--- src/rtl/alu8_pkg.sv ---
package alu8_pkg;

    typedef enum logic [1:0] {
        FN_AND = 2'd0,
        FN_OR  = 2'd1,
        FN_XOR = 2'd2,
        FN_ADD = 2'd3
    } alu_fn_e;

    typedef enum logic [1:0] {
        CM_PASS = 2'd0,
        CM_INV  = 2'd1,
        CM_ZERO = 2'd2,
        CM_ONE  = 2'd3
    } cond_mode_e;

    localparam int NFLAGS = 5;

    // Bit 0 (neg) is the LSB of the packed vector.
    typedef struct packed {
        logic dc;
        logic ovf;
        logic cy;
        logic zero;
        logic neg;
    } flags_t;

endpackage

--- src/rtl/alu8_cond.sv ---
module alu8_cond
    import alu8_pkg::*;
#(
    parameter int W = 8
) (
    input  logic [1:0]   mode,
    input  logic [W-1:0] din,
    output logic [W-1:0] dout
);

    always_comb begin
        unique case (cond_mode_e'(mode))
            CM_PASS: dout = din;
            CM_INV:  dout = ~din;
            CM_ZERO: dout = '0;
            default: dout = '1;
        endcase
    end

endmodule

--- src/rtl/alu8_core.sv ---
module alu8_core
    import alu8_pkg::*;
#(
    parameter int W = 8
) (
    input  logic [W-1:0] a,
    input  logic [W-1:0] b,
    input  logic         cin,
    input  logic [1:0]   fn,
    output logic [W-1:0] res,
    output flags_t       fl
);

    localparam int HALF = W / 2;

    logic [W:0]   chain;
    logic [W-1:0] sum;

    assign chain[0] = cin;

    generate
        for (genvar i = 0; i < W; i++) begin : g_bit
            assign sum[i]     = a[i] ^ b[i] ^ chain[i];
            assign chain[i+1] = (a[i] & b[i]) | ((a[i] ^ b[i]) & chain[i]);
        end
    endgenerate

    always_comb begin
        fl = '0;
        unique case (alu_fn_e'(fn))
            FN_AND:  res = a & b;
            FN_OR:   res = a | b;
            FN_XOR:  res = a ^ b;
            default: begin
                res    = sum;
                fl.cy  = chain[W];
                fl.ovf = chain[W] ^ chain[W-1];
                fl.dc  = chain[HALF];
            end
        endcase
        fl.neg  = res[W-1];
        fl.zero = (res == '0);
    end

endmodule

--- src/rtl/alu8_flags.sv ---
module alu8_flags
    import alu8_pkg::*;
(
    input  logic              clk,
    input  logic              rst,
    input  flags_t            new_fl,
    input  logic [NFLAGS-1:0] wen,
    output flags_t            fl_q
);

    typedef struct packed {
        flags_t fl;
    } state_t;

    state_t st_d, st_q;

    always_comb begin
        st_d = st_q;
        for (int i = 0; i < NFLAGS; i++) begin
            if (wen[i]) st_d.fl[i] = new_fl[i];
        end
    end

    always_ff @(posedge clk) begin
        if (rst) st_q <= '0;
        else     st_q <= st_d;
    end

    assign fl_q = st_q.fl;

    generate
        for (genvar k = 0; k < NFLAGS; k++) begin : g_chk
            assert_hold_R9: assert property (@(posedge clk) disable iff (rst)
                !wen[k] |=> $stable(fl_q[k]));
            assert_load_R9: assert property (@(posedge clk) disable iff (rst)
                wen[k] |=> fl_q[k] == $past(new_fl[k]));
        end
    endgenerate

    assert_reset_R10: assert property (@(posedge clk) rst |=> fl_q == '0);

endmodule

--- src/rtl/cond_alu8.sv ---
module cond_alu8
    import alu8_pkg::*;
(
    input  logic       clk,
    input  logic       rst,
    input  logic [7:0] op_a,
    input  logic [7:0] op_b,
    input  logic       carry_in,
    input  logic [1:0] func_sel,
    input  logic [1:0] a_mode,
    input  logic [1:0] b_mode,
    input  logic [1:0] c_mode,
    input  logic [4:0] flag_wen,
    output logic [7:0] result,
    output logic [4:0] flags
);

    localparam int W = 8;

    logic [W-1:0] a_c, b_c;
    logic [0:0]   c_c;
    flags_t       fl_d, fl_q;

    alu8_cond #(.W(W)) u_cond_a (.mode(a_mode), .din(op_a), .dout(a_c));
    alu8_cond #(.W(W)) u_cond_b (.mode(b_mode), .din(op_b), .dout(b_c));
    alu8_cond #(.W(1)) u_cond_c (.mode(c_mode), .din(carry_in), .dout(c_c));

    alu8_core #(.W(W)) u_core (
        .a(a_c), .b(b_c), .cin(c_c[0]), .fn(func_sel),
        .res(result), .fl(fl_d)
    );

    alu8_flags u_flags (
        .clk(clk), .rst(rst), .new_fl(fl_d), .wen(flag_wen), .fl_q(fl_q)
    );

    assign flags = fl_q;

    assert_neg_R4: assert property (@(posedge clk) disable iff (rst)
        flag_wen[0] |=> flags[0] == $past(result[W-1]));
    assert_zero_R5: assert property (@(posedge clk) disable iff (rst)
        flag_wen[1] |=> flags[1] == ($past(result) == '0));
    assert_logic_no_carry_R6: assert property (@(posedge clk) disable iff (rst)
        (func_sel != FN_ADD && flag_wen[2]) |=> !flags[2]);
    assert_logic_no_ovf_R7: assert property (@(posedge clk) disable iff (rst)
        (func_sel != FN_ADD && flag_wen[3]) |=> !flags[3]);
    assert_set_R11: assert property (@(posedge clk) disable iff (rst)
        (func_sel == FN_OR && b_mode == CM_ONE) |-> result == 8'hFF);
    assert_clear_R11: assert property (@(posedge clk) disable iff (rst)
        (func_sel == FN_AND && b_mode == CM_ZERO) |-> result == 8'h00);

endmodule

--- config.mk ---
export PLATFORM = sky130hd
export DESIGN_NAME = cond_alu8
export DESIGN_NICKNAME = d
export VERILOG_FILES = /design/src/rtl/alu8_pkg.sv /design/src/rtl/alu8_cond.sv /design/src/rtl/alu8_core.sv /design/src/rtl/alu8_flags.sv /design/src/rtl/cond_alu8.sv
export SDC_FILE = /design/constraint.sdc
export NUM_CORES = 1
export LEC_CHECK = 0
export BUFFER_PORTS_ARGS = -buffer_cell sky130_fd_sc_hd__buf_2
export CAP_MARGIN = 10
export CORE_ASPECT_RATIO = 0.6
export CORE_MARGIN = 2
export CORE_UTILIZATION = 35
export DETAILED_ROUTE_END_ITERATION = 16
export PLACE_DENSITY = 0.62
export SYNTH_ARGS = -nofsm -noshare
export SYNTH_HDL_FRONTEND = slang
export SYNTH_SLANG_ARGS = --single-unit
--- constraint.sdc ---
create_clock -name clk -period 13.9 [get_ports clk]
set_input_delay 2.085 -clock clk [delete_from_list [all_inputs] [get_ports clk]]
set_output_delay 2.085 -clock clk [all_outputs]
set_load 0.1 [all_outputs]
== Word-level counts from Yosys, hierarchy flattened ==
Cells that the tools add are included.

* Bits of input ports: 32
* Bits in registers: 5
* Output and inout bits: 13

* Equal/unequal tests: 8
* Multiplexer cells: 5
* Reduce and logical (&&, ||, !) cells: 6
* Bitwise logic cells: 47

{| class="wikitable"
|+ Operators with widths
! cell !! count
|-
| $pmux 8 s3 || 3
|-
| $xor 1x1->1 || 17
|-
| $and 1x1->1 || 16
|-
| $not 8->8 || 2
|-
| $and 8x8->8 || 1
|-
| $eq 2x1->1 const B || 4
|-
| $eq 2x2->1 const B || 4
|-
| $logic_not 2->1 || 4
|-
| $logic_not 8->1 || 1
|-
| $or 1x1->1 || 8
|-
| $or 8x8->8 || 1
|-
| $xor 8x8->8 || 1
|-
| $mux 3 || 1
|-
| $pmux 1 s3 || 1
|-
| $reduce_or 3->1 || 1
|-
| $not 1->1 || 1
|}

== Depth between registers and ports, before layout ==
* Word-level depth: 21
* Gate-level depth with buffers: 17
* Gate-level depth less buffers: 17

== Modules after synthesis ==
A second synthesis with hierarchy kept.

* Cells, all modules: 120
* Area total of the unflattened synthesis: 1191.1 um^2

{| class="wikitable"
|+ Modules (own cells, without submodules)
! module !! cells an instance !! instances !! area each (um^2) !! seq. area each (um^2)
|-
| alu8_core || 69 || 1 || 721.9 || 0.0
|-
| alu8_cond (u_cond_a ...) || 17 || 2 || 135.1 || 0.0
|-
| alu8_flags || 15 || 1 || 168.9 || 100.1
|-
| alu8_cond (u_cond_c) || 2 || 1 || 30.0 || 0.0
|}

== Least setup slack after synthesis ==
No wires, ideal clock.

* Kind: input-to-output
* Start: input a_mode[0]
* End: output result[7]
* Path buffers: 2
* Path slack: 5.762 ns
* Data arrival time: 6.053 ns
* Cell stages on the path: 16
* Cells stage by stage: clkbuf_1 xnor2_1 inv_1 fa_1 inv_1 fa_1 fa_1 fa_1 fa_1 fa_1 inv_1 fa_1 fa_1 inv_1 mux4_1 buf_4

{| class="wikitable"
|+ RTL lines
! element !! line !! source
|-
| start, declared || cond_alu8.sv:10 || <nowiki>input logic [1:0] a_mode,</nowiki>
|-
| end, declared || cond_alu8.sv:14 || <nowiki>output logic [7:0] result,</nowiki>
|}

== Worst setup path after layout ==
* Start: input a_mode[1]
* End: output result[7]

* Cells in the longest elaborated chain, start to end: 19
* Elaborated cells between the ends (all ways): 38
* Those cells by class: eq/ne (2); mux (2); bitwise (33); reduce/logical (1)

{| class="wikitable"
|+ Ends and longest elaborated chain
! element !! line !! source
|-
| $eq 2x2->1 (tied with other cells) || alu8_cond.sv:12 || <nowiki>unique case (cond_mode_e'(mode))</nowiki>
|-
| $pmux 8 s3 (*) || alu8_cond.sv:12 ||
|-
| $xor 1x1->1 || alu8_core.sv:24 || <nowiki>assign chain[i+1] = (a[i] & b[i]) | ((a[i] ^ b[i]) & chain[i]);</nowiki>
|-
| $and 1x1->1 || alu8_core.sv:24 ||
|-
| $or 1x1->1 || alu8_core.sv:24 ||
|-
| $and 1x1->1 || alu8_core.sv:24 ||
|-
| $or 1x1->1 || alu8_core.sv:24 ||
|-
| $and 1x1->1 || alu8_core.sv:24 ||
|-
| [3 not listed] || -- ||
|-
| $and 1x1->1 || alu8_core.sv:24 ||
|-
| $or 1x1->1 || alu8_core.sv:24 ||
|-
| $and 1x1->1 || alu8_core.sv:24 ||
|-
| $or 1x1->1 || alu8_core.sv:24 ||
|-
| $and 1x1->1 || alu8_core.sv:24 ||
|-
| $or 1x1->1 || alu8_core.sv:24 ||
|-
| $xor 1x1->1 || alu8_core.sv:23 || <nowiki>assign sum[i] = a[i] ^ b[i] ^ chain[i];</nowiki>
|-
| $pmux 8 s3 (*) || alu8_core.sv:30 || <nowiki>unique case (alu_fn_e'(fn))</nowiki>
|}

Every way passes the cells marked *; elsewhere a longest branch is shown, timed or not.

==> run_results.csv <==
group,metric,value,unit
run_status,outcome,"finished clean",
final_layout,area_growth,24.3,%
clock_tree,cts_setup_buffers,0,
timing,min_period,8.46,ns
synth,ys.flop_type,"dfxtp_1",
timing,worst_slew_pin_slew,0.488,ns
synth,yosysMostFrequentCell,"inv_1",
hold_path,hold_path_class,"reg -> reg",
floorplan,core-area,3220,sq um
synth,yosys-top-cells-area,"ha_1 (17%), fa_1 (14%), xnor2_1 (13%), nand2b_1 (10%), inv_1 (9.6%)",
setup_path,critPathMaxStageDelay,0.44,ns
placed_design,dp_hpwl,2340,um
setup_path,cp.required,11.81,ns
synth,synthArstFlopShare,0,%
timing,report.final.slew_viol_count,0,
final_layout,final_util,45.1,%
detailed_routing,route.detailed.wl_per_inst,12.7,um
clock_tree,cts_inserted_buffers,3,
final_layout,largest_register_ffs,5,
final_layout,drive_gt1_share,30.9,%
power_and_ir_drop,ir_drop,0.0583,mV
clock_tree,cts_resized,0,
synth,synth_common_cells,"inv_1 (30), nand2b_1 (19), xnor2_1 (17), ha_1 (16), fa_1 (8)",
detailed_routing,first_pass_iters,4,
setup_path,path_cells,"buf_2 > nand2b_1 > xnor2_1 > inv_1 > fa_1 > inv_1 > fa_1 > fa_1 > fa_1 > fa_1 > fa_1 > inv_1 > fa_1 > fa_1 > inv_1 > mux4_1 > buf_2",
setup_path,start_kind,"input pin",
global_route,grt_usage,15.0,%
synth,synth.top_cell.area_share,17.1,%
detailed_routing,antenna_left,0,
power_and_ir_drop,leakagePower,0.748,nW
global_route,antenna_found_initial,0,
final_layout,fin_nets,222,
timing,slew_headroom,67.7,%
timing,finClkSkew,0,ns
timing,rsz0062_at_grt,"false",
clock_tree,cts_root_buffer,"clkbuf_8",
setup_path,setup.worst_path.class,"in -> out",
synth,ys_ff_latch,5,
clock_tree,clkTransAtPathRegs,0.03,ns
timing,period_share,60.9,%
synth,synth_area_leader_cell,"ha_1",
placed_design,gp_congestion,0.749,
timing,hold_viol_final,0,
clock_tree,clock_latency,0.22,ns
clock_tree,cts_max_path_buffers,2,
detailed_routing,viasPerCell,4.47,
floorplan,die_x,78.6,um
detailed_routing,drt_wl_total,2660,um
setup_path,cp_max_fo,8,
setup_path,arrival,6.37,ns
timing,setup_viol,0,
timing,holdWs,0.465,ns
synth,syn_nets,178,
clock_tree,htreeDepth,1,
clock_tree,cts.sinks,5,
timing,max_clock_freq,118,MHz
power_and_ir_drop,power,0.000151,W
final_layout,nFillCells,329,
floorplan,initial_core_util,36.3,%
global_route,grt_pass1_vias,996,
setup_path,crit_path_frequent_cell,"fa_1",
final_layout,antenna_cells,0,
synth,syn_area_per_cell,9.58,sq um
setup_path,cpMaxStageDelayCell,"buf_2",
synth,netlist_area,1170,sq um
synth,synthCells,122,
detailed_routing,vias,939,
floorplan,num_rows,16,
setup_path,worst_setup_path_end_kind,"primary output",
detailed_routing,drc,0,
global_route,grt_start_max_net_pins,12,
placed_design,numPortBuffers,44,
synth,ys_warn_count,0,
synth,ys_types,21,
synth,yosysSeqAreaShare,8.57,%
detailed_routing,drtIter0Drc,21,
global_route,grt_pass1_wl,4500,um
synth,synth_edf_count,0,
timing,timing.setup.tns,0,ns
global_route,grt.overflow.total,0,
floorplan,die_h,48.8,um
run,maxCapViolCount,0,
floorplan,boundaryPins,45,
floorplan,die-area,3830,sq um
power_and_ir_drop,pwr_density_cell,104,nW/um^2
clock_tree,ctsHoldBuffers,0,
clock_tree,cts_tree,"built",
layout make-up:
class	count	area (sq um)	share of cell area [%]
well taps	45	56.3	3.88
flip-flops and latches	5	100	6.89
inverters	30	113	7.75
repair buffers	44	220	15.2
multi-input cells	82	918	63.2
clock buffers	4	45.0	3.10
worst max-delay path, delay by kind of cell:
kind | cells | cell delay, ns
xor gates and xnor gates | 1 | 0.15
adders and majority gates | 8 | 2.81
buffers and inverters | 6 | 0.88
muxes | 1 | 0.26
and+or+nand+nor | 1 | 0.16
cell usage in the layout (no fill, tap or decap), drive strengths merged, types with 2 or more instances in the layout:
cell type	instances
ha	16
mux4	8
nand2b	19
inv	30
buf	44
a21oi	3
nand4	2
nor4	2
fa	8
xnor2	17
clkbuf	4
dfxtp	5
kinds of logic after synthesis:
group	after synthesis	synth area share, %
mux	9	17.6
flops	5	8.57
fa+ha+maj	24	30.8
simple gates	27	14.6
buf+inv	35	12.8
compound gates	4	2.14
xor+xnor	18	13.5
through the flow:
stage | std cells | area [sq um] | setup WS [ns]
global route | 210 | 1450 | 5.22
detailed placement | 206 | 1410 | 5.45
global placement | 206 | 1410 | 5.53
finish | 210 | 1450 | 5.44
CTS | 210 | 1450 | 5.45
floorplan | 122 | 1170 | 5.76
report_power, final:
| part | internal [W] | switching [W] | total (W) | leakage, nW |
|---|---|---|---|---|
| Sequential | 0.0000152 | 0.000000425 | 0.0000156 | 0.0406 |
| Combinational | 0.0000298 | 0.0000789 | 0.000109 | 0.684 |
| Clock | 0.0000197 | 0.00000707 | 0.0000267 | 0.0228 |
| Total | 0.0000647 | 0.0000864 | 0.000151 | 0.748 |
worst paths after layout:
kind	from	end	slack [ns]	cells past startpoint
worst max-delay path	a_mode[1]	result[7]	5.44	17
worst min-delay path	u_flags.fl_q[2]	u_flags.fl_q[2]	0.46	2
worst max register to register	u_flags.fl_q[1]	u_flags.fl_q[1]	13.16	2
worst min register to register	u_flags.fl_q[2]	u_flags.fl_q[2]	0.46	2
metal layers:
layer	track usage [%]	share of wire [%]	vias to the layer above	routed length (um)
li1	-	-	472	-
met3	1.68	5.1	2	136
met5	0	0	-	0
met1	20.3	50	433	1320
met2	25.2	45	32	1180
met4	4.97	0.53	0	14
Power figures use the tool's default switching activity.
